===== config.mk =====
export PLATFORM = sky130hd
export DESIGN_NAME = spill_gate_gen
export DESIGN_NICKNAME = d
export VERILOG_FILES = /design/src/rtl/spill_pkg.sv /design/src/rtl/spill_src_chan.sv /design/src/rtl/spill_period_tmr.sv /design/src/rtl/spill_gate_gen.sv
export SDC_FILE = /design/constraint.sdc
export NUM_CORES = 1
export LEC_CHECK = 0
export ABC_CLOCK_PERIOD_IN_PS = 3700
export CORE_MARGIN = 3
export CORE_UTILIZATION = 64
export DETAILED_ROUTE_END_ITERATION = 10
export DONT_BUFFER_PORTS = 1
export PLACE_DENSITY_LB_ADDON = 0.12
export REMOVE_ABC_BUFFERS = 1
export SYNTH_ARGS = -nofsm -noshare
export SYNTH_HDL_FRONTEND = slang
export SYNTH_HIERARCHICAL = 1
export SYNTH_SLANG_ARGS = --single-unit

===== constraint.sdc =====
create_clock -name clk -period 3.7 [get_ports clk]
set_input_delay 0.185 -clock clk [delete_from_list [all_inputs] [get_ports clk]]
set_output_delay 0.185 -clock clk [all_outputs]
set_load 0.005 [all_outputs]

===== src/rtl/spill_pkg.sv =====
package spill_pkg;
   typedef enum logic [1:0] {
      TM_IDLE  = 2'd0,
      TM_DELAY = 2'd1,
      TM_ON    = 2'd2,
      TM_GAP   = 2'd3
   } tmr_state_t;

   localparam int SRC_EXT  = 0;
   localparam int SRC_SOFT = 1;
   localparam int N_SRC    = 2;
endpackage


===== src/rtl/spill_src_chan.sv =====
module spill_src_chan #(
   parameter int DUR_W       = 31,
   parameter int SYNC_STAGES = 0
) (
   input  logic             clk,
   input  logic             rst_n,
   input  logic             tick_ms,
   input  logic             src_lvl,
   input  logic             gate_mode,
   input  logic [DUR_W-1:0] dur_ms,
   output logic             chan_spill
);
   logic             src_s;
   logic             prev_q;
   logic             gate_q;
   logic             act_q;
   logic [DUR_W-1:0] cnt_q;
   logic             rise;

   generate
      if (SYNC_STAGES < 0) begin : g_bad_sync
         $error("SYNC_STAGES must not be negative");
      end
      if (SYNC_STAGES == 0) begin : g_direct
         assign src_s = src_lvl;
      end else begin : g_sync
         logic [SYNC_STAGES-1:0] sh_q;
         always_ff @(posedge clk) begin
            if (!rst_n) begin
               sh_q <= '0;
            end else begin
               sh_q[0] <= src_lvl;
               for (int i = 1; i < SYNC_STAGES; i++) sh_q[i] <= sh_q[i-1];
            end
         end
         assign src_s = sh_q[SYNC_STAGES-1];
      end
   endgenerate

   assign rise = src_s & ~prev_q;

   always_ff @(posedge clk) begin
      if (!rst_n) begin
         prev_q <= 1'b0;
         gate_q <= 1'b0;
         act_q  <= 1'b0;
         cnt_q  <= '0;
      end else begin
         prev_q <= src_s;
         gate_q <= gate_mode & src_s;
         if (gate_mode) begin
            act_q <= 1'b0;
         end else if (act_q) begin
            if (tick_ms) begin
               if (cnt_q <= 1) act_q <= 1'b0;
               cnt_q <= cnt_q - 1'b1;
            end
         end else if (rise && dur_ms != '0) begin
            act_q <= 1'b1;
            cnt_q <= dur_ms;
         end
      end
   end

   assign chan_spill = gate_q | act_q;

   p_edge_ignored_r4: assert property (@(posedge clk) disable iff (!rst_n)
      (act_q && !tick_ms && !gate_mode) |=> (act_q && $stable(cnt_q)));

   p_zero_len_r5: assert property (@(posedge clk) disable iff (!rst_n)
      (!gate_mode && !act_q && dur_ms == '0) |=> !act_q);
endmodule


===== src/rtl/spill_period_tmr.sv =====
module spill_period_tmr
   import spill_pkg::*;
#(
   parameter int DLY_W = 16,
   parameter int GAP_W = 16,
   parameter int DUR_W = 31
) (
   input  logic             clk,
   input  logic             rst_n,
   input  logic             tick_ms,
   input  logic             tmr_en,
   input  logic [DLY_W-1:0] delay_ms,
   input  logic [GAP_W-1:0] gap_ms,
   input  logic [DUR_W-1:0] dur_ms,
   output logic             tmr_spill
);
   localparam int CNT_W = DUR_W;
   typedef logic [CNT_W-1:0] cnt_t;

   generate
      if (DUR_W < DLY_W || DUR_W < GAP_W) begin : g_bad_width
         $error("DUR_W must cover DLY_W and GAP_W");
      end
   endgenerate

   tmr_state_t st_q;
   cnt_t       cnt_q;

   always_ff @(posedge clk) begin
      if (!rst_n) begin
         st_q  <= TM_IDLE;
         cnt_q <= '0;
      end else if (!tmr_en) begin
         st_q  <= TM_IDLE;
         cnt_q <= '0;
      end else begin
         case (st_q)
            TM_IDLE: begin
               st_q  <= TM_DELAY;
               cnt_q <= cnt_t'(delay_ms);
            end
            TM_DELAY, TM_GAP: begin
               if (cnt_q == '0) begin
                  if (dur_ms != '0) begin
                     st_q  <= TM_ON;
                     cnt_q <= dur_ms;
                  end else begin
                     st_q  <= TM_GAP;
                     cnt_q <= cnt_t'(gap_ms);
                  end
               end else if (tick_ms) begin
                  cnt_q <= cnt_q - 1'b1;
               end
            end
            default: begin
               if (tick_ms) begin
                  if (cnt_q <= 1) begin
                     st_q  <= TM_GAP;
                     cnt_q <= cnt_t'(gap_ms);
                  end else begin
                     cnt_q <= cnt_q - 1'b1;
                  end
               end
            end
         endcase
      end
   end

   assign tmr_spill = (st_q == TM_ON);

   p_disable_ends_r8: assert property (@(posedge clk) disable iff (!rst_n)
      !tmr_en |=> !tmr_spill);

   p_no_empty_spill_r5: assert property (@(posedge clk) disable iff (!rst_n)
      $rose(tmr_spill) |-> ($past(dur_ms) != '0));

   p_ends_on_tick_r7: assert property (@(posedge clk) disable iff (!rst_n)
      (tmr_spill && !tick_ms && tmr_en) |=> tmr_spill);
endmodule


===== src/rtl/spill_gate_gen.sv =====
module spill_gate_gen
   import spill_pkg::*;
#(
   parameter int DLY_W       = 16,
   parameter int GAP_W       = 16,
   parameter int DUR_W       = 31,
   parameter int SYNC_STAGES = 0
) (
   input  logic             clk,
   input  logic             rst_n,
   input  logic             tick_ms,
   input  logic             ext_en,
   input  logic             ext_spill_in,
   input  logic             soft_spill,
   input  logic             gate_mode,
   input  logic             tmr_en,
   input  logic [DLY_W-1:0] delay_ms,
   input  logic [GAP_W-1:0] gap_ms,
   input  logic [DUR_W-1:0] dur_ms,
   output logic             spill_out
);
   logic [N_SRC-1:0] src_vec;
   logic [N_SRC-1:0] chan_vec;
   logic             tmr_spill;

   assign src_vec[SRC_EXT]  = ext_en & ext_spill_in;
   assign src_vec[SRC_SOFT] = soft_spill;

   generate
      for (genvar s = 0; s < N_SRC; s++) begin : g_src
         spill_src_chan #(
            .DUR_W      (DUR_W),
            .SYNC_STAGES(SYNC_STAGES)
         ) u_chan (
            .clk       (clk),
            .rst_n     (rst_n),
            .tick_ms   (tick_ms),
            .src_lvl   (src_vec[s]),
            .gate_mode (gate_mode),
            .dur_ms    (dur_ms),
            .chan_spill(chan_vec[s])
         );
      end
   endgenerate

   spill_period_tmr #(
      .DLY_W(DLY_W),
      .GAP_W(GAP_W),
      .DUR_W(DUR_W)
   ) u_tmr (
      .clk      (clk),
      .rst_n    (rst_n),
      .tick_ms  (tick_ms),
      .tmr_en   (tmr_en),
      .delay_ms (delay_ms),
      .gap_ms   (gap_ms),
      .dur_ms   (dur_ms),
      .tmr_spill(tmr_spill)
   );

   assign spill_out = (|chan_vec) | tmr_spill;

   p_reset_quiet_r1: assert property (@(posedge clk)
      !rst_n |=> !spill_out);

   p_ext_masked_r9: assert property (@(posedge clk) disable iff (!rst_n)
      (!ext_en && !soft_spill && !tmr_en && gate_mode) |=> !spill_out);
endmodule


==> results.py, run 1 <==
metrics = {
    "flow_run": {
        "cap_violations": 0,
    },
    "floorplan": {
        "die_w_um": 113,
        "start_util_pct": 66.9,
        "die_y_um": 113,
        "row_count": 38,
        "die_area_um2": 12900,
        "ios": 72,
        "fp.coreArea_um2": 11000,
    },
    "sta": {
        "tightest_slew_ns": 1.08,
        "finalWorstSetupSlack_ns": 0.483,
        "slew_headroom_pct": 28.0,
        "setup_viol": 0,
        "rsz0062_at_grt": "false",
        "period_needed_ns": 3.22,
        "period_share_pct": 87.0,
        "setup_tns_ns": 0,
        "hold_ws_ns": 0.00657,
        "finalHoldViolations": 0,
        "fmax_ghz": 0.311,
        "skew_ns": 0.0106,
        "slew_viol_final": 0,
    },
    "setup_path": {
        "timing.rr.start": "u_tmr/cnt_q[0]",
        "crit_family": "simple AND/OR/NAND/NOR gates",
        "slowest_stage": "or3_1",
        "crit_chain": "inv_1 -> ha_1 -> or4b_1 -> or4_4 -> nor4_4 -> or3_1 -> buf_12 -> o21ai_0 -> a221oi_1 -> nor2_1",
        "slowest_delay_ns": 0.48,
        "endpoint_kind": "flip-flop",
        "crit_fanout": 14,
        "required_ns": 3.91,
        "worst-path-buf-inv": 2,
        "worstSetupPathType": "reg2reg",
        "startpoint_type": "flip-flop",
        "r2r_slack_ns": 0.48,
        "critical_path_depth": 10,
        "worstReg2RegEnd": "u_tmr/cnt_q[17]",
        "arrival_ns": 3.42,
        "r2r_cells": 10,
    },
    "finish": {
        "final_common_cell": "nand2_1",
        "final_cells": 1081,
        "design_area_um2": 7790,
        "drive_gt1_share_pct": 10.3,
        "diodes": 0,
        "multi_input_area_um2": 4880,
        "nets": 1013,
        "fill_cells": 900,
        "seqCellArea_um2": 2020,
        "area_delta_synth_final_pct": 5.63,
        "mostFrequentLayoutCells": "109 x nand2_1, 101 x dfxtp_1, 77 x a21oi_1, 68 x nor3_1, 62 x nor2_1",
    },
    "clocking": {
        "clk_latency_ns": 0.36,
        "htreeDepth": 3,
        "clock_path_buffers": 2,
        "cts_tree": "done",
        "postCtsSetupRepairBufs": 0,
        "cts-root-buf": "clkbuf_16",
        "path_clk_slew_ns": 0.07,
        "postCtsHoldBufs": 8,
        "cts.repair.resized": 0,
        "clock-sinks": 101,
        "cts_buffers": 9,
    },
    "placement": {
        "hpwlAfterDp_um": 16800,
        "dp_cells": 1056,
        "pre_cts_slack_ns": 0.562,
        "gp_congestion": 0.978,
        "io_buffers": 0,
        "place_area_um2": 7390,
    },
    "power_and_ir_drop": {
        "p_per_area_nw_per_um2": 409,
        "leakagePower_nw": 2.71,
        "peakVddDrop_uv": 357,
    },
    "hold_path": {
        "min_delay_path_depth": 2,
        "hp-class": "in2reg",
        "min_to": "g_src[1].u_chan/cnt_q[26]",
        "hold_start": "rst_n",
    },
    "route": {
        "drtPass1Iterations": 9,
        "num_vias": 8551,
        "avgRoutedWirePerCell_um": 24.7,
        "viasPerCell": 7.91,
        "drc": 0,
        "finalWirelength_um": 26700,
        "drt_iter0_markers": 1601,
        "detail-route-antenna-nets": 0,
    },
    "yosys": {
        "synthesis.area_um2": 7380,
        "synth_flop_cell": "dfxtp_1",
        "synth_top_area_cell": "dfxtp_1",
        "synth_top_area_share_pct": 27.4,
        "syn_avg_cell_area_um2": 7.61,
        "synth_seq_area_share_pct": 27.4,
        "netlist_instances": 970,
        "yosysWarnings": 6,
        "synth_area_leaders": "dfxtp_1 27%, nand2_1 5.5%, a21oi_1 5.2%",
        "synth-seq-cells": 101,
        "synth.distinct_cells": 84,
        "async_reset_ff_share_pct": 0,
        "synth_edf_count": 0,
    },
    "global_routing": {
        "grt_pass1_wl_um": 41800,
        "antenna_found_initial": 1,
        "grt_max_degree": 66,
        "grt_pass1_vias": 7940,
        "grtUsageTotal_pct": 40.0,
        "grt_overflow": 0,
    },
    "outcome": {
        "outcome": "completed",
    },
}
-- metrics by stage --
step / util (%) / power (W)
floorplan: - / 0.00190
global placement: 67.0 / 0.00214
detailed placement: 67.0 / 0.00216
CTS: 70.6 / 0.00315
global route: 70.6 / 0.00331
finish: 70.6 / 0.00319
-- area by class of cell --
cell class	count	share of cell area [%]
multi-input combinational	766	62.7
sequential	101	25.9
timing repair buffer	40	4.53
clock buffer	11	2.99
tap	140	2.25
inverter	18	0.867
clock inverter	5	0.771
-- worst max path at each step --
stage,from,endpoint,slack (ns)
3_5_place_dp,u_tmr/cnt_q[0],u_tmr/cnt_q[17],0.56
3_3_place_gp,u_tmr/cnt_q[0],u_tmr/cnt_q[17],0.70
2_1_floorplan,g_src[0].u_chan/act_q,g_src[0].u_chan/cnt_q[27],-0.21
4_1_cts,u_tmr/cnt_q[0],u_tmr/cnt_q[17],0.56
5_1_grt,u_tmr/cnt_q[0],u_tmr/cnt_q[14],0.28
6_report,u_tmr/cnt_q[0],u_tmr/cnt_q[17],0.48
-- layer usage --
metal  track usage [%]  up-vias  part of all wire (%)
met4              19.2        2                   5.4
li1                  -     3717                     -
met1              49.6     3954                    37
met2              63.9      710                    45
met3              11.6      168                    13
met5                 0        -                 0.049
-- cell usage after synthesis (all sizes together) (4+ instances only) --
| cell type | instances |
|---|---|
| nor3b | 6 |
| dfxtp | 101 |
| buf | 34 |
| a22oi | 15 |
| o2bb2ai | 5 |
| a211oi | 14 |
| clkbuf | 50 |
| o22ai | 18 |
| nor2 | 64 |
| nand3 | 16 |
| nand4 | 9 |
| a31oi | 16 |
| o21a | 6 |
| o32ai | 44 |
| and3 | 5 |
| or4 | 11 |
| and2 | 7 |
| or3 | 18 |
| or2 | 6 |
| a21oi | 77 |
| ha | 6 |
| nor3 | 72 |
| inv | 18 |
| xnor2 | 4 |
| a22o | 7 |
| o31ai | 6 |
| nor2b | 17 |
| a32o | 6 |
| o211ai | 5 |
| a2bb2oi | 5 |
| a21o | 5 |
| nand2 | 110 |
| o31a | 6 |
| o21ai | 42 |
| nor4 | 63 |
| o22a | 18 |
| a221oi | 19 |
-- worst reg2reg max path: stages (launching register included) --
cell      delay, ns
dfxtp_1        0.35
inv_1          0.14
ha_1           0.22
or4b_1         0.46
or4_4          0.44
nor4_4         0.37
or3_1          0.49
buf_12         0.20
o21ai_0        0.08
a221oi_1       0.26
nor2_1         0.06
-- cells by family (layout without fill, tap and decap cells) --
group                    count (synthesis)  after routing  share of synthesized area, %
AND/OR/NAND/NOR                        414            414                          30.6
adder cells (fa/ha/maj)                  6              6                          1.02
AO/OA/AOI/OAI                          338            338                          33.4
flip-flops                             101            101                          27.4
buffers and inverters                  103             74                          6.60
XOR/XNOR                                 5              5                         0.594
multiplexers                             3              3                         0.407
-- flip-flops by register name, summed over array words and instances (netlist names) --
name	cells
u_tmr/st_q	2
g_src.u_chan/gate_q	2
g_src.u_chan/act_q	2
g_src.u_chan/cnt_q	62
u_tmr/cnt_q	31
g_src.u_chan/prev_q	2
-- power by group --
group / internal [W] / switching, W
logic: 0.000370 / 0.000630
registers: 0.00114 / 0.0000713
clock network: 0.000528 / 0.000445
Note: power is estimated with default switching activity, not from simulation.
==> run 2: changes to the inputs <==
--- a/config.mk
+++ b/config.mk
@@ -5,7 +5,7 @@
 export SDC_FILE = /design/constraint.sdc
 export NUM_CORES = 1
 export LEC_CHECK = 0
-export ABC_CLOCK_PERIOD_IN_PS = 3700
+export ABC_CLOCK_PERIOD_IN_PS = 4050
 export CORE_MARGIN = 3
 export CORE_UTILIZATION = 64
 export DETAILED_ROUTE_END_ITERATION = 10
==> constraint.sdc (replaced) <==
create_clock -name clk -period 4.05 [get_ports clk]
set_input_delay 0.2025 -clock clk [delete_from_list [all_inputs] [get_ports clk]]
set_output_delay 0.2025 -clock clk [all_outputs]
set_load 0.005 [all_outputs]
==> results.py, run 2 (synthesis gave the netlist of run 1 again) <==
metrics = {
    "outcome": {
        "outcome": "completed",
    },
    "floorplan": {
        "fp.coreArea_um2": 11000,
        "die_y_um": 113,
        "row_count": 38,
        "die_w_um": 113,
        "ios": 72,
        "start_util_pct": 66.9,
        "die_area_um2": 12900,
    },
    "route": {
        "route.met3.wl_um": 3200,
        "drc": 0,
        "viasPerCell": 7.77,
        "num_vias": 8306,
        "finalWirelength_um": 25700,
        "routed-wl-met2_um": 11500,
        "drt_iter0_markers": 1254,
        "detail-route-antenna-nets": 0,
        "drtPass1Iterations": 6,
        "wl_met1_um": 10100,
        "avgRoutedWirePerCell_um": 24.0,
        "dr.max_layer_used": "met4",
    },
    "placement": {
        "io_buffers": 0,
        "gp_congestion": 1.05,
        "hpwlAfterDp_um": 16700,
        "dp_cells": 1046,
    },
    "sta": {
        "finalHoldViolations": 0,
        "period_share_pct": 88.3,
        "tightest_slew_ns": 1.18,
        "setup_viol": 0,
        "period_needed_ns": 3.58,
        "hold_ws_ns": 0.00389,
        "rsz0062_at_grt": "false",
        "skew_ns": 0.0112,
        "slew_headroom_pct": 21.3,
        "slew_viol_final": 0,
        "fmax_ghz": 0.280,
        "setup_tns_ns": 0,
    },
    "clocking": {
        "clock-sinks": 101,
        "clk_latency_ns": 0.36,
        "cts-root-buf": "clkbuf_16",
        "htreeDepth": 3,
        "cts_buffers": 9,
        "cts_tree": "done",
        "path_clk_slew_ns": 0.07,
        "postCtsSetupRepairBufs": 0,
        "clock_path_buffers": 2,
    },
    "finish": {
        "largest_reg_flops": 62,
        "regMostFlops": "g_src.u_chan/cnt_q",
        "largestRegisters": "g_src.u_chan/cnt_q x62, u_tmr/cnt_q x31",
        "final_common_cell": "nand2_1",
        "fill_cells": 892,
        "area_delta_synth_final_pct": 4.31,
        "final_cells": 1069,
        "mostFrequentLayoutCells": "109 x nand2_1, 101 x dfxtp_1, 77 x a21oi_1, 68 x nor3_1, 62 x nor2_1",
        "fin_util_pct": 69.8,
        "drive_gt1_share_pct": 9.27,
        "nets": 1000,
    },
    "power_and_ir_drop": {
        "p_per_area_nw_per_um2": 383,
        "peakVddDrop_uv": 330,
        "leakagePower_nw": 2.65,
        "power.internal_w": 0.00193,
        "p_clk_share_pct": 33.2,
        "p_sw_share_pct": 34.4,
        "p_comb_share_pct": 29.2,
        "power_frac_seq_pct": 37.6,
        "p_sw_w": 0.00101,
    },
    "global_routing": {
        "grt_overflow": 0,
        "grt_pass1_vias": 7698,
        "antenna_found_initial": 0,
        "grt_max_degree": 67,
        "grt_pass1_wl_um": 41000,
        "grtUsageTotal_pct": 39.5,
    },
    "setup_path": {
        "startpoint_type": "flip-flop",
        "crit_fanout": 15,
        "arrival_ns": 3.79,
        "worstSetupPathType": "reg2reg",
        "endpoint_kind": "flip-flop",
        "required_ns": 4.26,
    },
    "flow_run": {
        "cap_violations": 0,
    },
    "hold_path": {
        "hp-class": "in2reg",
    },
}
## run 2: cell count changes in the layout (fill, tap and decap cells not counted)
| cell | delta |
|---|---|
| inv_6 | -1 |
| bufinv_16 | +1 |
| dlygate4sd3_1 | -2 |
| buf_4 | -9 |
| clkinv_2 | -1 |
| buf_12 | -1 |
| clkinv_4 | -1 |
| diode_2 | +1 |
| clkbuf_8 | +2 |
| buf_16 | -1 |
## run 2: layout make-up
type,instances,area [um2],share of cell area [%]
Sequential cell,101,2020,26.3
Inverter,18,67.6,0.878
Clock inverter,3,67.6,0.878
Tap cell,140,175,2.28
Antenna cell,1,2.50,0.0325
Multi-Input combinational cell,766,4880,63.4
Clock buffer,13,260,3.38
Timing Repair Buffer,27,218,2.83
## run 2: per-layer routing
| metal | vias to the layer above | track usage (%) |
|---|---|---|
| li1 | 3707 | - |
| met1 | 3871 | 51.5 |
| met2 | 629 | 61.7 |
| met3 | 99 | 11.2 |
| met4 | 0 | 16.0 |
| met5 | - | 0 |
## run 2: per-stage QoR
step           total power, W  cell area (um2)  worst slack (ns)
2_1_floorplan         0.00173             6960             0.144
3_3_place_gp          0.00192             7300             0.647
3_5_place_dp          0.00194             7300             0.583
4_1_cts               0.00292             7690             0.556
5_1_grt               0.00306             7690             0.317
6_report              0.00295             7690             0.473
## run 2: power by group through the flow
stage | Clock, W | Combinational, W | Sequential, W
6_report | 0.000978 | 0.000860 | 0.00111
5_1_grt | 0.00101 | 0.000935 | 0.00111
2_1_floorplan | 0 | 0.000619 | 0.00112
3_3_place_gp | 0 | 0.000797 | 0.00112
3_5_place_dp | 0 | 0.000816 | 0.00113
4_1_cts | 0.000984 | 0.000831 | 0.00110
## run 2: path summary, 6_finish.rpt
kind / start / endpoint / slack (ns) / cells past startpoint
setup / recovery: u_tmr/cnt_q[0] / u_tmr/cnt_q[17] / 0.47 / 10
hold reg to reg: g_src[1].u_chan/cnt_q[23] / g_src[1].u_chan/cnt_q[23] / 0.47 / 2
setup reg to reg: u_tmr/cnt_q[0] / u_tmr/cnt_q[17] / 0.47 / 10
hold / removal: rst_n / g_src[1].u_chan/cnt_q[12] / 0.004 / 2
## run 2: worst max-delay path, stage by stage (launching register included)
cell	delay (ns)
dfxtp_1	0.34
inv_1	0.13
ha_1	0.22
or4b_1	0.64
or4_4	0.49
nor4_4	0.35
or3_1	0.51
buf_4	0.30
o21ai_0	0.11
a221oi_1	0.28
nor2_1	0.07
## run 2: repair_timing
action                                 in CTS  in global routing
hold buffers                                6                  0
endpoints found under the hold margin      28                  0
resized for setup                           0                  0
==> run 3: changes to the inputs <==
--- a/config.mk
+++ b/config.mk
@@ -5,7 +5,7 @@
 export SDC_FILE = /design/constraint.sdc
 export NUM_CORES = 1
 export LEC_CHECK = 0
-export ABC_CLOCK_PERIOD_IN_PS = 4050
+export ABC_CLOCK_PERIOD_IN_PS = 3500
 export CORE_MARGIN = 3
 export CORE_UTILIZATION = 64
 export DETAILED_ROUTE_END_ITERATION = 10
==> constraint.sdc (replaced) <==
create_clock -name clk -period 3.5 [get_ports clk]
set_input_delay 0.175 -clock clk [delete_from_list [all_inputs] [get_ports clk]]
set_output_delay 0.175 -clock clk [all_outputs]
set_load 0.005 [all_outputs]
==> results.py, run 3 (synthesis gave the netlist of run 1 again) <==
metrics = {
    "outcome": {
        "outcome": "completed",
    },
    "finish": {
        "design_area_um2": 7790,
        "multi_input_area_um2": 4880,
        "drive_gt1_share_pct": 10.4,
        "final_common_cell": "nand2_1",
        "area_delta_synth_final_pct": 5.60,
        "largest_reg_flops": 62,
        "mostFrequentLayoutCells": "109 x nand2_1, 101 x dfxtp_1, 77 x a21oi_1, 68 x nor3_1, 62 x nor2_1",
        "diodes": 0,
        "nets": 1012,
        "fill_cells": 885,
        "seqCellArea_um2": 2020,
        "largestRegisters": "g_src.u_chan/cnt_q x62, u_tmr/cnt_q x31",
        "regMostFlops": "g_src.u_chan/cnt_q",
    },
    "sta": {
        "period_share_pct": 86.5,
        "slew_viol_final": 0,
        "tightest_slew_ns": 0.916,
        "rsz0062_at_grt": "false",
        "slew_headroom_pct": 38.8,
        "setup_tns_ns": 0,
        "skew_ns": 0.00586,
        "fmax_ghz": 0.330,
        "finalHoldViolations": 0,
        "period_needed_ns": 3.03,
        "setup_viol": 0,
    },
    "power_and_ir_drop": {
        "peakVddDrop_uv": 434,
        "power.internal_w": 0.00221,
        "p_comb_share_pct": 30.8,
        "p_clk_share_pct": 31.5,
        "p_per_area_nw_per_um2": 437,
        "power_frac_seq_pct": 37.6,
        "p_sw_w": 0.00119,
        "p_sw_share_pct": 35.1,
        "leakagePower_nw": 2.71,
    },
    "global_routing": {
        "grt_pass1_wl_um": 41300,
        "grtUsageTotal_pct": 39.7,
        "grt_overflow": 0,
        "grt_max_degree": 63,
        "grt_pass1_vias": 7823,
        "antenna_found_initial": 0,
    },
    "hold_path": {
        "hp-class": "in2reg",
    },
    "floorplan": {
        "row_count": 38,
        "die_w_um": 113,
        "fp.coreArea_um2": 11000,
        "die_y_um": 113,
        "ios": 72,
        "die_area_um2": 12900,
        "start_util_pct": 66.9,
    },
    "route": {
        "drtPass1Iterations": 7,
        "num_vias": 8532,
        "finalWirelength_um": 26100,
        "drt_iter0_markers": 1586,
        "drc": 0,
        "viasPerCell": 7.90,
        "detail-route-antenna-nets": 0,
        "avgRoutedWirePerCell_um": 24.2,
    },
    "placement": {
        "hpwlAfterDp_um": 16800,
        "io_buffers": 0,
        "gp_congestion": 1.09,
        "place_area_um2": 7380,
    },
    "setup_path": {
        "crit_fanout": 15,
        "required_ns": 3.71,
        "slowest_stage": "or4b_1",
        "slowest_delay_ns": 0.48,
        "arrival_ns": 3.23,
        "startpoint_type": "flip-flop",
        "crit_chain": "inv_1 -> ha_1 -> or4b_1 -> or4_4 -> nor4_4 -> or3_1 -> buf_4 -> o21ai_0 -> a221oi_1 -> nor2_1",
        "worstSetupPathType": "reg2reg",
        "endpoint_kind": "flip-flop",
    },
    "clocking": {
        "path_clk_slew_ns": 0.07,
        "cts_tree": "done",
        "clock_path_buffers": 2,
        "cts-root-buf": "clkbuf_16",
        "clk_latency_ns": 0.36,
        "htreeDepth": 3,
        "clock-sinks": 101,
        "postCtsSetupRepairBufs": 0,
        "cts_buffers": 9,
    },
    "flow_run": {
        "cap_violations": 0,
    },
}
==> run 3: worst paths after layout <==
path | slack (ns) | to | cells past startpoint | startpoint
max | 0.47 | u_tmr/cnt_q[17] | 10 | u_tmr/cnt_q[1]
min | 0.002 | g_src[1].u_chan/cnt_q[15] | 2 | gate_mode
max reg2reg | 0.47 | u_tmr/cnt_q[17] | 10 | u_tmr/cnt_q[1]
min reg2reg | 0.46 | g_src[1].u_chan/cnt_q[16] | 2 | g_src[1].u_chan/cnt_q[16]
==> run 3: what timing repair did <==
action                                 in CTS  in global routing
resized for setup                           0                  0
endpoints found under the hold margin      60                  0
hold buffers                                8                  0
==> run 3: critical path, delay by kind of cell, from the launching register on <==
kind                       cells  cell delay [ns]
AOI/OAI and AO/OA              2             0.40
adders and majority gates      1             0.21
buffers and inverters          2             0.37
DFF                            1             0.33
and+or+nand+nor                5             1.56
==> run 3: area by class of cell <==
cell class | count | area share, %
multi-input cells | 766 | 62.7
flip-flops and latches | 101 | 26.0
repair buffers | 39 | 4.24
clock buffers | 13 | 3.47
well taps | 140 | 2.25
inverters | 18 | 0.867
clock inverters | 3 | 0.546
==> run 3: metal layers <==
metal / vias up / global-route usage (%) / wire, um
li1: 3722 / - / -
met1: 3918 / 52.2 / 9740
met2: 741 / 59.4 / 11400
met3: 151 / 11.7 / 3790
met4: 0 / 19.5 / 1240
met5: - / 0 / 0
==> run 3: through the flow <==
step,total power [W],util (%),instances,setup WS [ns],hold slack [ns]
2_1_floorplan,0.00201,-,885,-0.406,0.253
3_3_place_gp,0.00225,66.9,1056,0.636,0.258
3_5_place_dp,0.00228,66.9,1056,0.574,0.258
4_1_cts,0.00336,70.6,1080,0.553,0.00152
5_1_grt,0.00353,70.6,1080,0.288,0.0162
6_report,0.00340,70.6,1080,0.473,0.00212
==> run 3: power by group through the flow <==
stage / sequential, W / clock [W] / combinational (W)
floorplan: 0.00129 / 0 / 0.000716
global placement: 0.00130 / 0 / 0.000950
detailed placement: 0.00130 / 0 / 0.000974
CTS: 0.00128 / 0.00108 / 0.00101
global route: 0.00129 / 0.00112 / 0.00113
finish: 0.00128 / 0.00107 / 0.00105
